===== src/rtl/sqwPkg.sv =====
package sqwPkg;
  typedef struct packed {
    logic       oscRun;
    logic [1:0] rateSel;
    logic       intMode;
    logic       irq;
    logic       pinAllow;
  } dpStrobes_t;
endpackage


===== src/rtl/sqwControl.sv =====
module sqwControl
  import sqwPkg::*;
#(
  parameter int ADDR_W = 8,
  parameter logic [ADDR_W-1:0] CTRL_ADDR = 8'h0E,
  parameter logic [ADDR_W-1:0] STAT_ADDR = 8'h0F
) (
  input  logic              clk,
  input  logic              rstN,
  input  logic              regWrEn,
  input  logic [ADDR_W-1:0] regAddr,
  input  logic [7:0]        regWrData,
  output logic [7:0]        regRdData,
  input  logic [1:0]        alarmHit,
  input  logic              battMode,
  input  logic              oscFault,
  output dpStrobes_t        strb
);
  logic       stopOsc, battOut, intMode, a2En, a1En;
  logic [1:0] rateSel;
  logic       oscStopFlag;
  logic [1:0] alarmFlag;

  logic wrCtrl, wrStat, stopEvt;
  logic unusedWr;

  assign wrCtrl   = regWrEn && (regAddr == CTRL_ADDR);
  assign wrStat   = regWrEn && (regAddr == STAT_ADDR);
  assign stopEvt  = wrCtrl && regWrData[7] && !stopOsc;
  assign unusedWr = regWrData[6];

  always_ff @(posedge clk or negedge rstN) begin
    if (!rstN) begin
      stopOsc <= 1'b0;
      battOut <= 1'b0;
      rateSel <= 2'b11;
      intMode <= 1'b0;
      a2En    <= 1'b0;
      a1En    <= 1'b0;
    end else if (wrCtrl) begin
      stopOsc <= regWrData[7];
      battOut <= regWrData[5];
      rateSel <= regWrData[4:3];
      intMode <= regWrData[2];
      a2En    <= regWrData[1];
      a1En    <= regWrData[0];
    end
  end

  always_ff @(posedge clk or negedge rstN) begin
    if (!rstN) begin
      oscStopFlag <= 1'b1;
    end else if (oscFault || stopEvt) begin
      oscStopFlag <= 1'b1;
    end else if (wrStat && !regWrData[7]) begin
      oscStopFlag <= 1'b0;
    end
  end

  for (genvar i = 0; i < 2; i++) begin : gFlag
    always_ff @(posedge clk or negedge rstN) begin
      if (!rstN) begin
        alarmFlag[i] <= 1'b0;
      end else if (alarmHit[i]) begin
        alarmFlag[i] <= 1'b1;
      end else if (wrStat && !regWrData[i]) begin
        alarmFlag[i] <= 1'b0;
      end
    end
  end

  always_comb begin
    regRdData = 8'h00;
    if (regAddr == CTRL_ADDR) begin
      regRdData = {stopOsc, 1'b0, battOut, rateSel, intMode, a2En, a1En};
    end else if (regAddr == STAT_ADDR) begin
      regRdData = {oscStopFlag, 5'b00000, alarmFlag};
    end
  end

  always_comb begin
    strb.oscRun   = !stopOsc;
    strb.rateSel  = rateSel;
    strb.intMode  = intMode;
    strb.irq      = (alarmFlag[0] && a1En) || (alarmFlag[1] && a2En);
    strb.pinAllow = !battMode || battOut;
  end


  osf_write_one_chk: assert property (@(posedge clk) disable iff (!rstN)
    wrStat && !oscStopFlag && !oscFault |=> !oscStopFlag);

  osf_fault_chk: assert property (@(posedge clk) disable iff (!rstN)
    oscFault |=> oscStopFlag);

  a1_set_chk: assert property (@(posedge clk) disable iff (!rstN)
    alarmHit[0] |=> alarmFlag[0]);

  a1_clear_chk: assert property (@(posedge clk) disable iff (!rstN)
    wrStat && !regWrData[0] && !alarmHit[0] |=> !alarmFlag[0]);

  a2_write_one_chk: assert property (@(posedge clk) disable iff (!rstN)
    wrStat && regWrData[1] && !alarmFlag[1] && !alarmHit[1] |=> !alarmFlag[1]);
endmodule


===== src/rtl/sqwDatapath.sv =====
module sqwDatapath
  import sqwPkg::*;
#(
  parameter int CNT_W    = 16,
  parameter int TAP_FAST = 0,
  parameter int TAP_HIGH = 2,
  parameter int TAP_MID  = 3
) (
  input  logic       clk,
  input  logic       rstN,
  input  logic       oscEdge,
  input  dpStrobes_t strb,
  output logic       pinLevel,
  output logic       pinOe
);
  localparam int TAP_SLOW = CNT_W - 1;

  logic [CNT_W-1:0] edgeCnt;
  logic             wave;
  logic             unusedCnt;

  assign unusedCnt = ^edgeCnt;

  always_ff @(posedge clk or negedge rstN) begin
    if (!rstN) begin
      edgeCnt <= '0;
    end else if (strb.oscRun && oscEdge) begin
      edgeCnt <= edgeCnt + 1'b1;
    end
  end

  always_comb begin
    unique case (strb.rateSel)
      2'b00:   wave = edgeCnt[TAP_SLOW];
      2'b01:   wave = edgeCnt[TAP_MID];
      2'b10:   wave = edgeCnt[TAP_HIGH];
      default: wave = edgeCnt[TAP_FAST];
    endcase
  end

  always_comb begin
    pinOe = strb.pinAllow && (strb.intMode || strb.oscRun);
    if (!pinOe) begin
      pinLevel = 1'b1;
    end else if (strb.intMode) begin
      pinLevel = !strb.irq;
    end else begin
      pinLevel = wave;
    end
  end


  cnt_hold_chk: assert property (@(posedge clk) disable iff (!rstN)
    !strb.oscRun |=> $stable(edgeCnt));

  cnt_advance_chk: assert property (@(posedge clk) disable iff (!rstN)
    strb.oscRun && oscEdge |=> edgeCnt != $past(edgeCnt));
endmodule


===== src/rtl/sqwIntCtrl.sv =====
module sqwIntCtrl
  import sqwPkg::*;
#(
  parameter int ADDR_W = 8,
  parameter logic [ADDR_W-1:0] CTRL_ADDR = 8'h0E,
  parameter logic [ADDR_W-1:0] STAT_ADDR = 8'h0F,
  parameter int CNT_W = 16
) (
  input  logic              clk,
  input  logic              rstN,
  input  logic              oscEdge,
  input  logic              regWrEn,
  input  logic [ADDR_W-1:0] regAddr,
  input  logic [7:0]        regWrData,
  output logic [7:0]        regRdData,
  input  logic [1:0]        alarmHit,
  input  logic              battMode,
  input  logic              oscFault,
  output logic              pinLevel,
  output logic              pinOe
);
  dpStrobes_t strb;

  sqwControl #(.ADDR_W(ADDR_W), .CTRL_ADDR(CTRL_ADDR), .STAT_ADDR(STAT_ADDR)) u_ctrl (
    .clk(clk), .rstN(rstN), .regWrEn(regWrEn), .regAddr(regAddr),
    .regWrData(regWrData), .regRdData(regRdData), .alarmHit(alarmHit),
    .battMode(battMode), .oscFault(oscFault), .strb(strb)
  );

  sqwDatapath #(.CNT_W(CNT_W)) u_dp (
    .clk(clk), .rstN(rstN), .oscEdge(oscEdge), .strb(strb),
    .pinLevel(pinLevel), .pinOe(pinOe)
  );
endmodule


===== config.mk =====
export PLATFORM = sky130hd
export DESIGN_NAME = sqwIntCtrl
export DESIGN_NICKNAME = d
export VERILOG_FILES = /design/src/rtl/sqwPkg.sv /design/src/rtl/sqwControl.sv /design/src/rtl/sqwDatapath.sv /design/src/rtl/sqwIntCtrl.sv
export SDC_FILE = /design/constraint.sdc
export NUM_CORES = 1
export LEC_CHECK = 0
export CAP_MARGIN = 40
export CORE_ASPECT_RATIO = 0.7
export CORE_UTILIZATION = 47
export DETAILED_ROUTE_END_ITERATION = 8
export GPL_TIMING_DRIVEN = 0
export MAX_ROUTING_LAYER = met4
export PLACE_DENSITY_LB_ADDON = 0.15
export SETUP_SLACK_MARGIN = 0.05
export SYNTH_ARGS = -nofsm -noshare
export SYNTH_HDL_FRONTEND = slang
export SYNTH_SLANG_ARGS = --single-unit

===== constraint.sdc =====
create_clock -name clk -period 2.5 [get_ports clk]
set_input_delay 0.5 -clock clk [delete_from_list [all_inputs] [get_ports clk]]
set_output_delay 0.5 -clock clk [all_outputs]
set_load 0.005 [all_outputs]

==> flow_metrics.env <==
export IMPL_antenna_found_initial=0
export IMPL_synth_edf_count=0
export IMPL_slew_headroom_pct=57.4
export IMPL_drive_above_1_share_pct=21.1
export IMPL_postSynth_asyncResetShare_pct=100
export IMPL_synth_cell_type_count=34
export IMPL_diodes=0
export IMPL_cap_violations=0
export IMPL_grt_usage_pct=20.9
export IMPL_place_port_buffers=30
export IMPL_skew_ns=0.00254
export IMPL_clk_latency_ns=0.27
export IMPL_power_density_nw_per_um2=562
export IMPL_design_area_um2=1740
export IMPL_cts_made_buffers=3
export IMPL_initial_core_util_pct=51.2
export IMPL_io_pin_count=34
export IMPL_end_kind="output port"
export IMPL_crit_path_start_kind="input pin"
export IMPL_fmax_ghz=0.430
export IMPL_synth_warnings=0
export IMPL_final_setup_tns_ns=0
export IMPL_cts_tree="built"
export IMPL_dp_cells=178
export IMPL_total_leakage_power_nw=0.790
export IMPL_viasPerCell=5.10
export IMPL_layout_common_cells="23 x dfrtp_1, 19 x clkdlybuf4s50_1, 12 x xnor2_1, 8 x nand2_1, 8 x mux2_2"
export IMPL_drcViolationCount=0
export IMPL_cp_data_arrival_time_ns=1.83
export IMPL_dp_slack_ns=-0.363
export IMPL_gr_total_overflow=0
export IMPL_via_count=949
export IMPL_first_global_vias=884
export IMPL_ant_nets=0
export IMPL_seq_area_frac_synth_pct=50.5
export IMPL_layout_commonest_cell="dfrtp_1"
export IMPL_synth_cells=113
export IMPL_syn_num_nets=138
export IMPL_finalNonFillerCells=186
export IMPL_ys_ff_latch=26
export IMPL_n_fill_cell=192
export IMPL_setup_viol=0
export IMPL_hold_buffers=0
export IMPL_hold_viol=0
export IMPL_syn_area_um2=1300
export IMPL_die_width_um=64.8
export IMPL_drt_pass1_iter_count=4
export IMPL_cpMaxStageDelayCell="clkdlybuf4s50_1"
export IMPL_ys_flop_type="dfrtp_1"
export IMPL_place_hpwl_um=2120
export IMPL_wl_um=2760
export IMPL_report_final_slew_viol_count=0
export IMPL_grt_setup_unrepaired="false"
export IMPL_rows=15
export IMPL_fp_dieH_um=45.9
export IMPL_vdd_drop_max_mv=0.393
export IMPL_gp_congestion=0.822
export IMPL_min_period_ns=2.33
export IMPL_crit_fanout=6
export IMPL_fp_coreArea_um2=2530
export IMPL_grt_pass1_wl_um=4310
export IMPL_cts_sinks=26
export IMPL_status="completed"
export IMPL_post_dp_cell_area_um2=1650
export IMPL_clock_root_buffer="clkbuf_8"
export IMPL_period_share_pct=93.1
export IMPL_first_iter_violations=27
export IMPL_tightest_slew_ns=0.637
export IMPL_area_growth_pct=34.4
export IMPL_hold_path_class="register to register"
export IMPL_fin_util_pct=68.7
export IMPL_grt_start_max_net_pins=15
export IMPL_nNetsFinal=178
export IMPL_cpPeakStageDelay_ns=0.45
export IMPL_crit_chain="clkdlybuf4s50_1, nor4_4, nand4_2, buf_6, nor2_2, and2_1, clkdlybuf4s15_2"
export IMPL_avgSynthCellArea_um2=11.5
export IMPL_cts_max_level=1
export IMPL_path_clk_slew_ns=0.08
export IMPL_wl_per_cell_um=14.8
export IMPL_die_area_um2=2980
export IMPL_cp_required_ns=2.00
export IMPL_critPathKind="input pin to output port"
export IMPL_clk_path_buf_depth=2
export IMPL_setup_slack_ns=0.172
per-stage QoR:
stage / hold WS, ns / power (mW)
global placement: 0.457 / 0.725
detailed placement: 0.465 / 0.743
floorplan: 0.204 / 0.651
finish: 0.478 / 0.978
CTS: 0.481 / 0.986
global route: 0.496 / 1.03
logic make-up after synthesis:
logic type               after synthesis  synth area share [%]
AND/OR/NAND/NOR                       42                  19.1
flip-flops                            26                  50.5
XOR/XNOR                              15                  10.1
multiplexers                          12                  11.0
buffers and inverters                  9                  3.57
AO/OA/AOI/OAI                          7                  4.44
adder cells (fa/ha/maj)                1                 0.965
other                                  1                 0.289
repair_timing:
action | 4_1_cts | 5_1_grt
gates resized for setup | 15 | 8
pin swaps | 2 | 3
endpoints found under the setup margin | 7 | 8
setup buffers | 4 | 0
final timing paths:
kind                            depth (start not counted)                  end  slack, ns             start
worst max-delay path                                    7         regRdData[3]       0.17        regAddr[4]
worst min-delay path                                    1     u_dp.edgeCnt[10]       0.48  u_dp.edgeCnt[10]
worst max register to register                          5     u_dp.edgeCnt[10]       1.07    u_ctrl.stopOsc
worst min register to register                          1     u_dp.edgeCnt[10]       0.48  u_dp.edgeCnt[10]
max in group asynchronous                               2    u_ctrl.rateSel[1]       1.29              rstN
min in group asynchronous                               1  u_ctrl.alarmFlag[1]       0.62              rstN
worst max-delay path, delay by kind of cell:
family | cells | cell delay (ns)
buffers and inverters | 3 | 0.81
AND/OR/NAND/NOR | 4 | 0.51
layer usage:
metal / vias up / track usage, % / share of wire (%)
li1: 471 / - / -
met1: 461 / 27.8 / 50
met2: 15 / 32.9 / 46
met3: 2 / 6.00 / 3.8
met4: 0 / 2.67 / 0.29
met5: - / - / 0
layout make-up:
| type | count | area (µm²) | share of cell area, % |
|---|---|---|---|
| Tap cell | 34 | 42.5 | 2.44 |
| Timing Repair Buffer | 35 | 339 | 19.5 |
| Multi-Input combinational cell | 78 | 614 | 35.3 |
| Buffer | 4 | 27.5 | 1.58 |
| Sequential cell | 26 | 654 | 37.6 |
| Clock buffer | 4 | 45.0 | 2.59 |
| Inverter | 5 | 18.8 | 1.08 |
flip-flops by register name, summed over array words and instances, names as in the netlist:
signal and flops:
u_ctrl.a2En 1, u_ctrl.alarmFlag 2, u_ctrl.stopOsc 1, u_ctrl.oscStopFlag 1, u_ctrl.intMode 1, u_ctrl.rateSel 2, u_ctrl.battOut 1, u_dp.edgeCnt 16
u_ctrl.a1En 1
power breakdown:
group / total, mW / switching, mW / internal, mW
sequential: 0.555 / 0.0750 / 0.480
clock: 0.239 / 0.125 / 0.114
combinational: 0.185 / 0.0738 / 0.111
total: 0.978 / 0.273 / 0.705
cells in the mapped netlist (2+ instances only):
library cell,n,area (µm²)
xor2_1,3,26.3
xnor2_1,12,105
nor3_1,3,15.0
o31ai_1,2,15.0
nor2_1,6,22.5
nand2_1,8,30.0
mux2i_1,3,30.0
and3_1,3,18.8
and2_1,2,12.5
nand2b_1,2,12.5
inv_1,5,18.8
and4_1,3,26.3
dfrtp_1,23,576
nand4_1,4,25.0
mux2_2,8,90.1
dfstp_2,3,78.8
nand3_1,6,30.0
Power figures use the tool's default switching activity.
